$ cat config.mk
export PLATFORM = sky130hd
export DESIGN_NAME = dsp_host_bridge
export DESIGN_NICKNAME = d
export VERILOG_FILES = /design/src/rtl/dhb_pkg.sv /design/src/rtl/dhb_decode.sv /design/src/rtl/dhb_sticky_flags.sv /design/src/rtl/dhb_seq.sv /design/src/rtl/dsp_host_bridge.sv
export SDC_FILE = /design/constraint.sdc
export NUM_CORES = 1
export LEC_CHECK = 0
export ABC_AREA = 1
export BUFFER_PORTS_ARGS = -buffer_cell sky130_fd_sc_hd__buf_2
export CAP_MARGIN = 20
export CORE_UTILIZATION = 44
export CTS_CLUSTER_DIAMETER = 40
export DETAILED_ROUTE_END_ITERATION = 16
export PLACE_DENSITY = 0.73
export SLEW_MARGIN = 20
export SYNTH_ARGS = -nofsm -noshare
export SYNTH_HDL_FRONTEND = slang
export SYNTH_HIERARCHICAL = 1
export SYNTH_SLANG_ARGS = --single-unit
$ cat constraint.sdc
create_clock -name clk -period 1.9 [get_ports clk]
set_clock_uncertainty 0.2 [all_clocks]
set_input_delay 0.475 -clock clk [delete_from_list [all_inputs] [get_ports clk]]
set_output_delay 0.475 -clock clk [all_outputs]
set_load 0.02 [all_outputs]
$ cat src/rtl/dhb_pkg.sv
package dhb_pkg;
    typedef enum logic [0:0] {
        ST_IDLE = 1'b0,
        ST_BUS  = 1'b1
    } dhb_state_e;
endpackage

$ cat src/rtl/dhb_decode.sv
module dhb_decode #(
    parameter int ADDR_W        = 16,
    parameter int SEG_W         = 3,
    parameter int DATA_W        = 16,
    parameter int HOST_AW       = 19,
    parameter int SEG_FIRST     = 3,
    parameter int SEG_LAST      = 5,
    parameter int EXEC_SEG      = 3,
    parameter int EXEC_BYTE_LIM = 3
) (
    input  logic [ADDR_W-1:0]  ptr,
    input  logic [DATA_W-1:0]  wdata,
    output logic [HOST_AW-1:0] haddr,
    output logic               seg_ok,
    output logic               exec_hit
);
    localparam int OFF_W = ADDR_W - SEG_W;
    localparam logic [SEG_W-1:0] SEG_LO  = SEG_W'(SEG_FIRST);
    localparam logic [SEG_W-1:0] SEG_HI  = SEG_W'(SEG_LAST);
    localparam logic [SEG_W-1:0] SEG_EX  = SEG_W'(EXEC_SEG);
    localparam logic [OFF_W:0]   BYTE_LIM = (OFF_W+1)'(EXEC_BYTE_LIM);

    logic [SEG_W-1:0] seg;
    logic [OFF_W-1:0] off;
    logic [OFF_W:0]   byte_off;

    always_comb begin
        seg      = ptr[ADDR_W-1 -: SEG_W];
        off      = ptr[OFF_W-1:0];
        byte_off = {off, 1'b0};
        haddr    = '0;
        haddr[HOST_AW-1 -: SEG_W] = seg;
        haddr[OFF_W:0]            = byte_off;
        seg_ok   = (seg >= SEG_LO) && (seg <= SEG_HI);
        exec_hit = (seg == SEG_EX) && (byte_off < BYTE_LIM) && (wdata == '0);
    end
endmodule

$ cat src/rtl/dhb_sticky_flags.sv
module dhb_sticky_flags #(
    parameter int N = 2
) (
    input  logic         clk,
    input  logic         rst,
    input  logic [N-1:0] set,
    input  logic         clr,
    output logic [N-1:0] flag
);
    for (genvar i = 0; i < N; i++) begin : g_flag
        always_ff @(posedge clk) begin
            if (rst)         flag[i] <= 1'b0;
            else if (set[i]) flag[i] <= 1'b1;
            else if (clr)    flag[i] <= 1'b0;
        end


        flag_set_chk: assert property (@(posedge clk) disable iff (rst)
            set[i] |=> flag[i]);

        flag_clr_chk: assert property (@(posedge clk) disable iff (rst)
            (clr && !set[i]) |=> !flag[i]);
    end
endmodule

$ cat src/rtl/dhb_seq.sv
module dhb_seq
    import dhb_pkg::*;
#(
    parameter int DATA_W  = 16,
    parameter int HOST_AW = 19
) (
    input  logic               clk,
    input  logic               rst,
    input  logic               rd_req,
    input  logic               wr_req,
    input  logic [DATA_W-1:0]  wdata,
    input  logic               seg_ok,
    input  logic               exec_hit,
    input  logic [HOST_AW-1:0] req_addr,
    output logic               busy,
    output logic [DATA_W-1:0]  rdata,
    output logic               exec_pulse,
    output logic               rd_rej,
    output logic               wr_rej,
    output logic               host_valid,
    output logic               host_we,
    output logic [HOST_AW-1:0] host_addr,
    output logic [DATA_W-1:0]  host_wdata,
    input  logic               host_ready,
    input  logic [DATA_W-1:0]  host_rdata
);
    dhb_state_e state_q, state_d;
    logic [HOST_AW-1:0] addr_q;
    logic [DATA_W-1:0]  wd_q;
    logic               we_q, exec_q;
    logic               launch, complete;

    always_comb begin
        launch   = (state_q == ST_IDLE) && (rd_req || wr_req) && seg_ok;
        complete = (state_q == ST_BUS) && host_ready;
        state_d  = state_q;
        unique case (state_q)
            ST_IDLE: if (launch)   state_d = ST_BUS;
            ST_BUS:  if (complete) state_d = ST_IDLE;
            default: state_d = ST_IDLE;
        endcase
    end

    always_ff @(posedge clk) begin
        if (rst) state_q <= ST_IDLE;
        else     state_q <= state_d;
    end

    always_ff @(posedge clk) begin
        if (rst) begin
            addr_q     <= '0;
            wd_q       <= '0;
            we_q       <= 1'b0;
            exec_q     <= 1'b0;
            rdata      <= '0;
            exec_pulse <= 1'b0;
        end else begin
            exec_pulse <= complete && we_q && exec_q;
            if (launch) begin
                addr_q <= req_addr;
                wd_q   <= wdata;
                we_q   <= wr_req;
                exec_q <= wr_req && exec_hit;
            end
            if (complete && !we_q) rdata <= host_rdata;
            else if (rd_rej)       rdata <= '0;
        end
    end

    always_comb begin
        busy       = (state_q == ST_BUS);
        host_valid = (state_q == ST_BUS);
        host_we    = we_q;
        host_addr  = addr_q;
        host_wdata = wd_q;
        rd_rej     = (state_q == ST_IDLE) && rd_req && !wr_req && !seg_ok;
        wr_rej     = (state_q == ST_IDLE) && wr_req && !seg_ok;
    end


    req_hold_chk: assert property (@(posedge clk) disable iff (rst)
        (host_valid && !host_ready) |=> (host_valid && $stable(host_addr)
                                         && $stable(host_we) && $stable(host_wdata)));

    exec_single_chk: assert property (@(posedge clk) disable iff (rst)
        exec_pulse |=> !exec_pulse);

    exec_cause_chk: assert property (@(posedge clk) disable iff (rst)
        exec_pulse |-> $past(host_valid && host_ready && host_we));

    rej_zero_chk: assert property (@(posedge clk) disable iff (rst)
        rd_rej |=> (rdata == '0));

    busy_ignore_chk: assert property (@(posedge clk) disable iff (rst)
        (busy && !host_ready) |=> busy);
endmodule

$ cat src/rtl/dsp_host_bridge.sv
module dsp_host_bridge #(
    parameter int ADDR_W        = 16,
    parameter int SEG_W         = 3,
    parameter int DATA_W        = 16,
    parameter int HOST_AW       = 19,
    parameter int SEG_FIRST     = 3,
    parameter int SEG_LAST      = 5,
    parameter int EXEC_SEG      = 3,
    parameter int EXEC_BYTE_LIM = 3
) (
    input  logic               clk,
    input  logic               rst,
    input  logic               ptr_load,
    input  logic [ADDR_W-1:0]  ptr_word,
    input  logic               dsp_rd,
    input  logic               dsp_wr,
    input  logic [DATA_W-1:0]  dsp_wdata,
    output logic [DATA_W-1:0]  dsp_rdata,
    output logic               busy,
    output logic               host_valid,
    output logic               host_we,
    output logic [HOST_AW-1:0] host_addr,
    output logic [DATA_W-1:0]  host_wdata,
    input  logic               host_ready,
    input  logic [DATA_W-1:0]  host_rdata,
    input  logic               err_clear,
    output logic               rd_err,
    output logic               wr_err,
    output logic               release_pulse
);
    localparam logic [SEG_W-1:0] SEG_LO = SEG_W'(SEG_FIRST);
    localparam logic [SEG_W-1:0] SEG_HI = SEG_W'(SEG_LAST);

    logic [ADDR_W-1:0]  ptr_q;
    logic [HOST_AW-1:0] dec_addr;
    logic               seg_ok, exec_hit, rd_rej, wr_rej;
    logic [1:0]         err_flags;

    always_ff @(posedge clk) begin
        if (rst)           ptr_q <= '0;
        else if (ptr_load) ptr_q <= ptr_word;
    end

    dhb_decode #(
        .ADDR_W(ADDR_W), .SEG_W(SEG_W), .DATA_W(DATA_W), .HOST_AW(HOST_AW),
        .SEG_FIRST(SEG_FIRST), .SEG_LAST(SEG_LAST),
        .EXEC_SEG(EXEC_SEG), .EXEC_BYTE_LIM(EXEC_BYTE_LIM)
    ) u_decode (
        .ptr      (ptr_q),
        .wdata    (dsp_wdata),
        .haddr    (dec_addr),
        .seg_ok   (seg_ok),
        .exec_hit (exec_hit)
    );

    dhb_seq #(.DATA_W(DATA_W), .HOST_AW(HOST_AW)) u_seq (
        .clk        (clk),
        .rst        (rst),
        .rd_req     (dsp_rd),
        .wr_req     (dsp_wr),
        .wdata      (dsp_wdata),
        .seg_ok     (seg_ok),
        .exec_hit   (exec_hit),
        .req_addr   (dec_addr),
        .busy       (busy),
        .rdata      (dsp_rdata),
        .exec_pulse (release_pulse),
        .rd_rej     (rd_rej),
        .wr_rej     (wr_rej),
        .host_valid (host_valid),
        .host_we    (host_we),
        .host_addr  (host_addr),
        .host_wdata (host_wdata),
        .host_ready (host_ready),
        .host_rdata (host_rdata)
    );

    dhb_sticky_flags #(.N(2)) u_flags (
        .clk  (clk),
        .rst  (rst),
        .set  ({wr_rej, rd_rej}),
        .clr  (err_clear),
        .flag (err_flags)
    );

    assign rd_err = err_flags[0];
    assign wr_err = err_flags[1];


    ptr_hold_chk: assert property (@(posedge clk) disable iff (rst)
        !ptr_load |=> $stable(ptr_q));

    seg_range_chk: assert property (@(posedge clk) disable iff (rst)
        host_valid |-> (host_addr[HOST_AW-1 -: SEG_W] >= SEG_LO
                        && host_addr[HOST_AW-1 -: SEG_W] <= SEG_HI));

    addr_even_chk: assert property (@(posedge clk) disable iff (rst)
        host_valid |-> !host_addr[0]);
endmodule

==> impl_metrics.env <==
export IMPL_status="completed"
export IMPL_clkPwrFrac_pct=33.0
export IMPL_worstPathRequired_ps=1220
export IMPL_yosys_warnings=6
export IMPL_finalMaxSlewViolations=0
export IMPL_cts_buffer_depth=2
export IMPL_antenna_cells=0
export IMPL_setup_viol=0
export IMPL_antenna_found_initial=0
export IMPL_path_class="reg -> out"
export IMPL_die_area_sq_um=7900
export IMPL_dieWidth_um=88.9
export IMPL_hold_viol=0
export IMPL_slew_headroom_pct=65.7
export IMPL_rows=31
export IMPL_dp_slack_ps=178
export IMPL_path_buf_inv=1
export IMPL_clock_sinks=73
export IMPL_ys_seq_elements=73
export IMPL_p_comb_share_pct=19.5
export IMPL_coreArea_sq_um=7290
export IMPL_wl_mm=7.44
export IMPL_fin_ws_ps=191
export IMPL_cts_root_buf="clkbuf_8"
export IMPL_die_h_um=88.9
export IMPL_p_sw_share_pct=29.7
export IMPL_avgSynthCellArea_sq_um=6.82
export IMPL_peakVddDrop_uv=329
export IMPL_slowest_stage="dfxtp_1"
export IMPL_clk_pin_slew_ps=80
export IMPL_routedWlPerCell_um=11.0
export IMPL_worstHoldStart="rst"
export IMPL_cap_violations=0
export IMPL_end_kind="primary output"
export IMPL_grt_max_degree=37
export IMPL_worst_setup_path_start_kind="register"
export IMPL_worstPathCellList="buf_2"
export IMPL_rsz0062_at_grt="false"
export IMPL_period_share_pct=89.9
export IMPL_seqCellArea_sq_um=1460
export IMPL_worstMarginPinSlew_ps=514
export IMPL_finalPower_mw=3.61
export IMPL_start_util_pct=45.6
export IMPL_p_seq_share_pct=47.5
export IMPL_vias_per_cell=4.53
export IMPL_dpl_instance_area_sq_um=3800
export IMPL_gp_congestion=0.766
export IMPL_crit_fanout=7
export IMPL_cts_buffers=9
export IMPL_synth_top_area_share_pct=44.0
export IMPL_nFillCells=751
export IMPL_regToRegStartpoint="ptr_q[14]$_SDFFE_PP0P_"
export IMPL_synth_top_cell_by_area="dfxtp_1"
export IMPL_hold_buffers=0
export IMPL_synth_area_leaders="dfxtp_1 44%, nor2_1 14%, nand2_1 11%"
export IMPL_overflow=0
export IMPL_p_per_area_nw_per_um2=902
export IMPL_postRouteAntennaNets=0
export IMPL_track_usage_pct=18.7
export IMPL_ios=112
export IMPL_startpoint="u_seq/busy$_SDFF_PP0_"
export IMPL_slowest_delay_ps=480
export IMPL_p_int_mw=2.54
export IMPL_vias=3065
export IMPL_hpwl_mm=5.29
export IMPL_grt_pass1_vias=2697
export IMPL_multiInputGateArea_sq_um=1330
export IMPL_netSwitchingPower_mw=1.07
export IMPL_drc=0
export IMPL_utilization_pct=54.9
export IMPL_insertion_delay_ps=340
export IMPL_yosysUniqueCellTypes=21
export IMPL_drive_gt1_share_pct=24.9
export IMPL_ys_seq_area_share_pct=44.0
export IMPL_syn_to_final_growth_pct=20.5
export IMPL_dr_pass1_iters=5
export IMPL_nets=629
export IMPL_power_leakage_nw=2.07
export IMPL_fmax_mhz=585
export IMPL_fin_area_sq_um=4000
export IMPL_hp_class="in -> reg"
export IMPL_drt_iter0_drc=176
export IMPL_post_route_min_period_ps=1710
export IMPL_tritoncts="yes"
export IMPL_fin_setup_tns_ps=0
export IMPL_grt_pass1_wl_mm=11.5
export IMPL_cp_top_family="flip-flops"
export IMPL_synth_area_sq_um=3320
export IMPL_h_tree_depth=3
export IMPL_arrival_ps=1030
export IMPL_port_buffers=111
export IMPL_synthCells=487
[flip-flops by register name, indices dropped and copies added, names as in the netlist]
register	count
u_seq/host_addr	19
u_seq/host_wdata	16
u_seq/busy	1
u_seq/rdata	16
u_flags/flag	2
u_seq/host_we	1
ptr_q	16
u_seq/exec_q	1
u_seq/exec_pulse	1
[synthesized netlist by cell type, drive strengths merged]
library cell / count
a21oi: 19
a31oi: 1
buf: 36
clkbuf: 10
conb: 1
dfxtp: 73
inv: 63
nand2: 103
nand3: 19
nand4: 35
nor2: 123
nor3: 2
o21ai: 1
o22ai: 1
[area by class of cell]
cell class                      count  area share (%)
Clock inverter                      5            1.41
Timing Repair Buffer              120            16.5
Multi-Input combinational cell    307            33.2
Clock buffer                       10            3.44
Tap cell                           99            3.09
Inverter                           63            5.91
Sequential cell                    73            36.5
[kinds of logic after synthesis]
kind of cell | Yosys count | share of synthesized area, %
compound gates | 22 | 3.39
buf+inv | 109 | 16.6
other cells | 1 | 0.113
simple gates | 282 | 35.9
flops | 73 | 44.0
[through the flow]
stage / hold WS (ps) / cells
after CTS: 144 / 677
after global placement: 246 / 662
after global routing: 165 / 677
after floorplan: 231 / 489
final: 172 / 677
after detailed placement: 256 / 662
[cell usage in the layout, fill, tap and decap left out, types with 3 or more instances in the layout]
cell type,count
buf_4,6
nand3_1,17
nand4_1,35
inv_1,61
buf_12,3
nor2_1,121
a21oi_1,19
dfxtp_1,73
nand2_1,101
buf_2,111
clkbuf_8,10
conb_1,3
[power groups by stage]
stage	Clock, mW	Combinational, mW	Sequential, mW
finish	1.19	0.704	1.72
detailed placement	0	0.703	1.75
CTS	1.23	0.704	1.72
global placement	0	0.694	1.75
global route	1.28	0.791	1.73
floorplan	0	0.400	1.86
[routing by layer]
layer  vias to the layer above  GRT usage [%]  wire length (um)
li1                       1647              -                 -
met1                      1324           23.5              3510
met2                        86           31.0              3390
met3                         8           3.69               439
met4                         0           8.36               106
met5                         -              0                 0
[worst reg2reg max path, cell delays in order, from the launching register on]
cell and delay [ps]:
dfxtp_1 430, nand3_1 180, o21ai_4 170, buf_4 370, nand4_1 150, nand2_1 80
nor2_1 40
[worst paths after layout]
check	to	cells past startpoint	slack, ps
min reg2reg	u_flags/flag[0]$_SDFFE_PP0P_	2	270
max reg2reg	u_seq/host_addr[14]$_SDFFE_PP0P_	6	190
max	busy	1	190
min	u_seq/host_we$_SDFFE_PP0P_	2	170
[repair_timing]
action	4_1_cts	5_1_grt
buffers inserted	0	0
resized for setup	0	1
setup endpoints to repair	0	8
No activity file was read; power rests on OpenSTA's default activity.
